===== src/rtl/tbcc_encoder.sv =====
module tbcc_encoder #(
  parameter int MAX_LEN = 128,
  parameter int K = 7,
  parameter logic [3*K-1:0] GENS = {7'o165, 7'o171, 7'o133},
  localparam int M = K - 1,
  localparam int AW = $clog2(MAX_LEN),
  localparam int LW = $clog2(MAX_LEN + 1)
) (
  input  logic          clk,
  input  logic          rst_n,
  input  logic          ld_we,
  input  logic [AW-1:0] ld_addr,
  input  logic          ld_bit,
  input  logic          start,
  input  logic [LW-1:0] blk_len,
  output logic          out_valid,
  output logic [2:0]    out_bits,
  output logic          done
);

  logic [MAX_LEN-1:0] mem;
  logic [M-1:0] sr, init_st, pre;
  logic [LW-1:0] idx, len_q;
  logic busy, cur, len_ok;

  assign len_ok = (blk_len >= LW'(M)) && (blk_len <= LW'(MAX_LEN));
  assign cur = mem[idx[AW-1:0]];
  assign out_valid = busy;

  always_comb begin
    pre = '0;
    for (int j = 1; j <= M; j++) begin
      pre[M-j] = mem[AW'(blk_len - LW'(j))];
    end
  end

  for (genvar k = 0; k < 3; k++) begin : g_out
    assign out_bits[k] = ^({cur, sr} & GENS[k*K +: K]);
  end

  always_ff @(posedge clk) begin
    if (!rst_n) begin
      mem <= '0;
      sr <= '0;
      init_st <= '0;
      idx <= '0;
      len_q <= '0;
      busy <= 1'b0;
      done <= 1'b0;
    end else begin
      done <= 1'b0;
      if (ld_we && !busy) mem[ld_addr] <= ld_bit;
      if (!busy && start && len_ok) begin
        busy <= 1'b1;
        idx <= '0;
        len_q <= blk_len;
        sr <= pre;
        init_st <= pre;
      end else if (busy) begin
        sr <= {cur, sr[M-1:1]};
        idx <= idx + 1'b1;
        if (idx == len_q - 1'b1) begin
          busy <= 1'b0;
          done <= 1'b1;
        end
      end
    end
  end

  a_r3_contiguous: assert property (@(posedge clk) disable iff (!rst_n)
    out_valid && (idx != len_q - 1'b1) |=> out_valid);
  a_r4_done_after_last: assert property (@(posedge clk) disable iff (!rst_n)
    done |-> !out_valid && $past(out_valid));
  a_r4_done_pulse: assert property (@(posedge clk) disable iff (!rst_n)
    done |=> !done);
  a_r5_end_state: assert property (@(posedge clk) disable iff (!rst_n)
    done |-> sr == init_st);
  a_r6_bad_len: assert property (@(posedge clk) disable iff (!rst_n)
    !busy && start && !len_ok |=> !out_valid);
  a_r7_busy_start: assert property (@(posedge clk) disable iff (!rst_n)
    busy && start |=> $stable(len_q));
  a_r8_busy_write: assert property (@(posedge clk) disable iff (!rst_n)
    busy && ld_we |=> $stable(mem));

endmodule


===== config.mk =====
export PLATFORM = sky130hd
export DESIGN_NAME = tbcc_encoder
export DESIGN_NICKNAME = d
export VERILOG_FILES = /design/src/rtl/tbcc_encoder.sv
export SDC_FILE = /design/constraint.sdc
export NUM_CORES = 1
export LEC_CHECK = 0
export BUFFER_PORTS_ARGS = -buffer_cell sky130_fd_sc_hd__buf_2
export CAP_MARGIN = 20
export CORE_MARGIN = 2
export CORE_UTILIZATION = 44
export CTS_BUF_LIST = sky130_fd_sc_hd__clkbuf_2 sky130_fd_sc_hd__clkbuf_4 sky130_fd_sc_hd__clkbuf_8
export CTS_CLUSTER_SIZE = 14
export DETAILED_ROUTE_END_ITERATION = 8
export GPL_TIMING_DRIVEN = 1
export SLEW_MARGIN = 20
export SYNTH_ARGS = -nofsm -noshare
export SYNTH_HDL_FRONTEND = slang
export SYNTH_SLANG_ARGS = --single-unit

===== constraint.sdc =====
create_clock -name clk -period 9.16 [get_ports clk]
set_input_delay 1.832 -clock clk [delete_from_list [all_inputs] [get_ports clk]]
set_output_delay 1.832 -clock clk [all_outputs]
set_load 0.03 [all_outputs]

Word level (Yosys, flattened, before mapping)
Index checks and enable logic that the tools add are counted.
{ "op_classes": {"n_lt_le_gt_ge": 11, "add_sub_neg": 8, "n_bitwise": 2, "eq_ne": 1, "n_reduce_logical": 12, "mux": 23} }
{ "ops": {"columns": ["operator", "n"], "rows": [
  ["bitwise mux 128 bit", 1],
  ["< comparator 7 x 8 -> 1 bit, second input constant", 8],
  ["binary-select mux 1 bit (select 7 bit)", 7],
  ["XOR reduction 7 bit", 3],
  ["subtractor 7 x 3 -> 7 bit, second input constant", 3],
  ["subtractor 7 x 2 -> 7 bit, second input constant", 2],
  ["two-way mux 1 bit", 12],
  ["two-way mux 6 bit", 2],
  ["adder 8 x 1 -> 8 bit, second input constant", 1],
  ["== test 8 bit", 1],
  [">= comparator 8 x 3 -> 1 bit, second input constant", 1],
  ["less-or-equal comparator 8 bit, second input constant", 1],
  ["subtractor 8 x 1 -> 8 bit, second input constant", 1],
  ["demux 1 bit (select 7 bit)", 1],
  [">= comparator 7 x 1 -> 1 bit, second input constant", 1],
  ["subtractor 7 x 1 -> 7 bit, second input constant", 1],
  ["logical AND 1 bit", 5],
  ["OR reduction 3 bit", 1],
  ["NOT 1 bit", 2],
  ["nonzero test 2 bit", 1],
  ["OR reduction 2 bit", 1],
  ["zero test 1 bit", 1]
]} }
{ "word_totals": {"word_cells": 63, "inputBits": 20, "reg_bits": 152, "output_inout_bits": 5} }

Depth between registers and ports, before layout
{ "depth": {"ltp_word": 5, "depth_mapped": 15, "depth_no_buf": 10} }

Least setup slack after synthesis
No wires, ideal clock.
{ "synth_timing": {"path_kind": "input port to flip-flop", "start": "input blk_len[1]", "end": "register sr[1]", "setup_time_ns": 0.133, "arrival_time_ns": 5.080, "path_buffers": 6, "slack_ns": 3.947, "required_ns": 9.027, "cell_stages": 14, "path_cell_list": "clkbuf_1 buf_2 buf_1 inv_1 ha_1 buf_4 buf_2 buf_1 mux4_2 mux4_1 mux2i_1 a21oi_1 mux2i_1 a21oi_1"} }
{ "synth_via": {"elab_chain_cells": 4, "word_cells_on_any_way": 9, "cone_classes": "add/sub (1); order compare (2); mux (3); reduce/logical (3)"} }
{ "synth_rtl": {"columns": ["item", "line", "source"], "rows": [
  ["start: declaration", "15", "input logic [LW-1:0] blk_len,"],
  ["subtractor 7 x 3 -> 7 bit, or another cell as far along", "33", "pre[M-j] = mem[AW'(blk_len - LW'(j))];"],
  ["binary-select mux 1 bit (select 7 bit) or logical AND 1 bit (tied branches)", "33, 26", null],
  ["two-way mux 1 bit (implied by the code) or logical AND 1 bit (tied branches)", "33, 53", null],
  ["two-way mux 6 bit or nonzero test 2 bit (tied branches)", null, null],
  ["end signal: assignment", "57", "sr <= pre;"],
  ["end signal: assignment", "60", "sr <= {cur, sr[M-1:1]};"],
  ["end: declaration", "22", "logic [M-1:0] sr, init_st, pre;"]
]} }
Parallel ways exist; a longest one is shown, timed or not. The select of a mux whose other input is x is not followed.
A chain may end at the register's enable or synchronous reset.

Final worst setup path
{ "layout_timing": {"start": "register idx[0]", "end": "output out_bits[2]"} }
{ "layout_via": {"elab_chain_cells": 3} }
{ "layout_rtl": {"columns": ["item", "line", "source"], "rows": [
  ["start: declaration", "23", "logic [LW-1:0] idx, len_q;"],
  ["start signal: assignment", "61", "idx <= idx + 1'b1;"],
  ["binary-select mux 1 bit (select 7 bit)", "27", "assign cur = mem[idx[AW-1:0]];"],
  ["two-way mux 1 bit (implied by the code)", "27", null],
  ["XOR reduction 7 bit", "38", "assign out_bits[k] = ^({cur, sr} & GENS[k*K +: K]);"],
  ["end: declaration", "17", "output logic [2:0] out_bits,"]
]} }
Every way passes these cells. The select of a mux whose other input is x is not followed.

==> out/metrics.yaml <==
outcome:
  status: "complete, no violations"
placement:
  dp_cells: 1665
  io_buffers: 24
  place_congestion: 0.981
  hpwl_um: 33900
pwr:
  swShare_pct: 31.6
  power_density_nw_per_um2: 111
  ir_drop_mv: 0.0827
  share_seq_of_total_power_pct: 41.7
  clockPowerShare_pct: 36.7
  fin_total_pwr_mw: 1.62
  p_sw_mw: 0.514
  leakage_nw: 4.64
  combPwrFrac_pct: 21.7
  intPower_mw: 1.11
hold_path:
  hp-start: "len_q[7]$_SDFFE_PN0P_"
  hold_class: "reg -> reg"
synth:
  yosys.area.top_type: "mux4_2"
  synth.avg_cell_area_um2: 10.4
  synth_cells: 1348
  yosys_warnings: 0
  syn_area_um2: 14000
  yosysSeqAreaShare_pct: 21.8
  dominantRegCellSynth: "dfxtp_1"
  ys_ff_latch: 152
  synth_cell_types: 67
  synth.area.top_cells: "mux4_2 27%, dfxtp_1 22%, mux4_1 7.5%, a21boi_0 7.3%, o21ai_0 5.1%"
  synth_fp_nets: 1380
  synth_common_cells: "168 x mux4_2, 152 x dfxtp_1, 141 x o21ai_0"
  async_flop_share_pct: 0
  synth_most_common_cell: "mux4_2"
  synth_edf_count: 0
  yosysTopAreaCellShare_pct: 27.1
sta:
  relSlewSlack_pct: 22.8
  slew_violations: 0
  fmax_mhz: 166
  min_period_ns: 6.02
  tightest_slew_ns: 1.16
  tns_ns: 0
  fin_crit_sh_pct: 65.8
  finClkSkew_ns: 0.0141
  finalHoldViolCount: 0
  rsz0062_at_grt: "false"
  finalSetupViolCount: 0
critical_path:
  r2r_slack_ns: 5.80
  crit_arrival_ns: 4.19
  cp_slowest_stage_delay_ns: 0.63
  critical_path_class: "reg -> out"
  cp-end-kind: "output port"
  critPathLaunch: "idx[0]$_SDFFE_PP0P_"
  path_max_fanout: 33
  required_ns: 7.33
  crit_end: "out_bits[2]"
  critPathSlowestCell: "dfxtp_2"
  path_cells: "buf_4 > mux4_2 > a2111oi_0 > o21ai_1 > a221oi_1 > a31o_2 > xnor2_2 > xnor2_1 > buf_2"
  cp-start-kind: "flop"
  rr_startpoint: "idx[0]$_SDFFE_PP0P_"
  ff2ff_path_depth: 7
  rr_endpoint: "sr[5]$_SDFFE_PN0P_"
layout:
  fin_nets: 1315
  drive_above_1_share_pct: 21.5
  final_cells: 1698
  area_delta_synth_final_pct: 4.90
  n_fill_cell: 2920
floorplan:
  die_width_um: 182
  die_h_um: 182
  die-area_um2: 33200
  start_util_pct: 44.5
  design.core.area_um2: 31400
  rows: 65
  ios: 25
drt:
  first_pass_iters: 5
  vias: 12391
  drt-initial-drc-count: 1696
  final_antenna_net_count: 0
  drc: 0
  routedWlPerCell_um: 30.0
  via_per_inst: 7.30
  wl_um: 50900
clocking:
  clockRootBuffer: "clkbuf_8"
  cts_num_sinks: 152
  numCtsBuffers: 17
  clkTransAtPathRegs_ns: 0.09
  insertion_delay_ns: 0.48
  post_cts_buffers: 0
  clk_path_buf_depth: 2
  htreeDepth: 4
  cts_resized: 0
  ctsHoldBuffers: 0
  cts_tree: "yes"
global_route:
  grt_overflow: 0
  grt_usage_pct: 31.0
  antenna_found_initial: 0
  grt_max_degree: 97
  grt_pass1_vias: 11505
  grt_pass1_wl_um: 76700
job:
  maxCapViolations: 0
-- worst max-delay path, delay by kind of cell (launching register included) --
family / cells / cell delay, ns
flip-flops: 1 / 0.63
buffers and inverters: 2 / 0.79
XOR/XNOR: 2 / 0.33
AO/OA/AOI/OAI: 4 / 1.33
multiplexers: 1 / 0.58
-- power groups by stage --
stage | Clock [mW] | Sequential (mW) | Combinational (mW)
final | 0.596 | 0.676 | 0.352
after global routing | 0.622 | 0.677 | 0.370
after floorplan | 0 | 0.687 | 0.259
after CTS | 0.597 | 0.676 | 0.344
after detailed placement | 0 | 0.692 | 0.344
after global placement | 0 | 0.692 | 0.341
-- metrics by stage --
step / instance area (um^2) / worst slack (ns) / hold WS, ns / utilization (%)
after CTS: 14600 / 3.19 / 0.490 / 46.6
final: 14600 / 3.14 / 0.486 / 46.7
after global placement: 14200 / 3.05 / 0.465 / 45.1
after detailed placement: 14200 / 3.01 / 0.477 / 45.2
after global routing: 14600 / 3.04 / 0.525 / 46.7
after floorplan: 14000 / 3.95 / 0.456 / -
-- how the worst min path moves through the flow --
stage	endpoint	slack [ns]	cells after the start
2_1_floorplan	len_q[7]$_SDFFE_PN0P_	0.46	2
3_3_place_gp	len_q[7]$_SDFFE_PN0P_	0.46	2
3_5_place_dp	len_q[7]$_SDFFE_PN0P_	0.48	2
4_1_cts	len_q[7]$_SDFFE_PN0P_	0.49	2
5_1_grt	len_q[1]$_SDFFE_PN0P_	0.53	2
6_report	len_q[7]$_SDFFE_PN0P_	0.49	2
-- metal layers --
metal / track usage, % / routed length, um / vias to the layer above / share of wire (%)
met5: 0 / 0 / - / 0
met4: 15.7 / 2530 / 0 / 5.0
met3: 7.68 / 5590 / 119 / 11
met2: 45.2 / 22600 / 828 / 44
met1: 42.9 / 20300 / 6217 / 40
li1: - / - / 5227 / -
-- flip-flops by register name (all words and copies together), names as in the netlist --
name,cells
idx,8
len_q,8
done,1
mem,128
sr,6
out_valid,1
-- cell type report --
| type | count | area, um^2 | share of cell area [%] |
|---|---|---|---|
| Clock inverter | 8 | 146 | 0.999 |
| Sequential cell | 152 | 3050 | 20.8 |
| Tap cell | 402 | 503 | 3.43 |
| Timing Repair Buffer | 44 | 292 | 1.99 |
| Antenna cell | 1 | 2.50 | 0.0171 |
| Clock buffer | 23 | 285 | 1.95 |
| Inverter | 8 | 30.0 | 0.205 |
| Multi-Input combinational cell | 1060 | 10300 | 70.6 |
-- cell usage in the layout (no fill, tap or decap), types with 8 or more instances in the layout --
cell and instances:
o21ai_0 141, nor2b_1 19, a211oi_1 14, xor2_1 19, nand2b_1 11, nand2_1 68, buf_2 20, mux2i_1 55
a21oi_1 28, nor2_1 52, nand3b_1 8, a21boi_0 135, clkbuf_8 18, buf_4 22, ha_1 11, mux4_2 168
nand3_1 137, dfxtp_1 150, o211ai_1 8, mux4_1 40, xnor2_1 27, nor3_1 13
-- kinds of logic (layout without fill, tap and decap cells) --
family,Yosys count,count (layout),share of synthesized area [%]
muxes,267,267,38.9
buffers and inverters,136,83,4.75
AOI/OAI and AO/OA,380,380,17.7
and+or+nand+nor,349,349,12.3
other,0,1,0
xor gates and xnor gates,52,52,3.56
adders and majority gates,12,12,1.08
DFF,152,152,21.8
(Power assumes the default switching activity.)
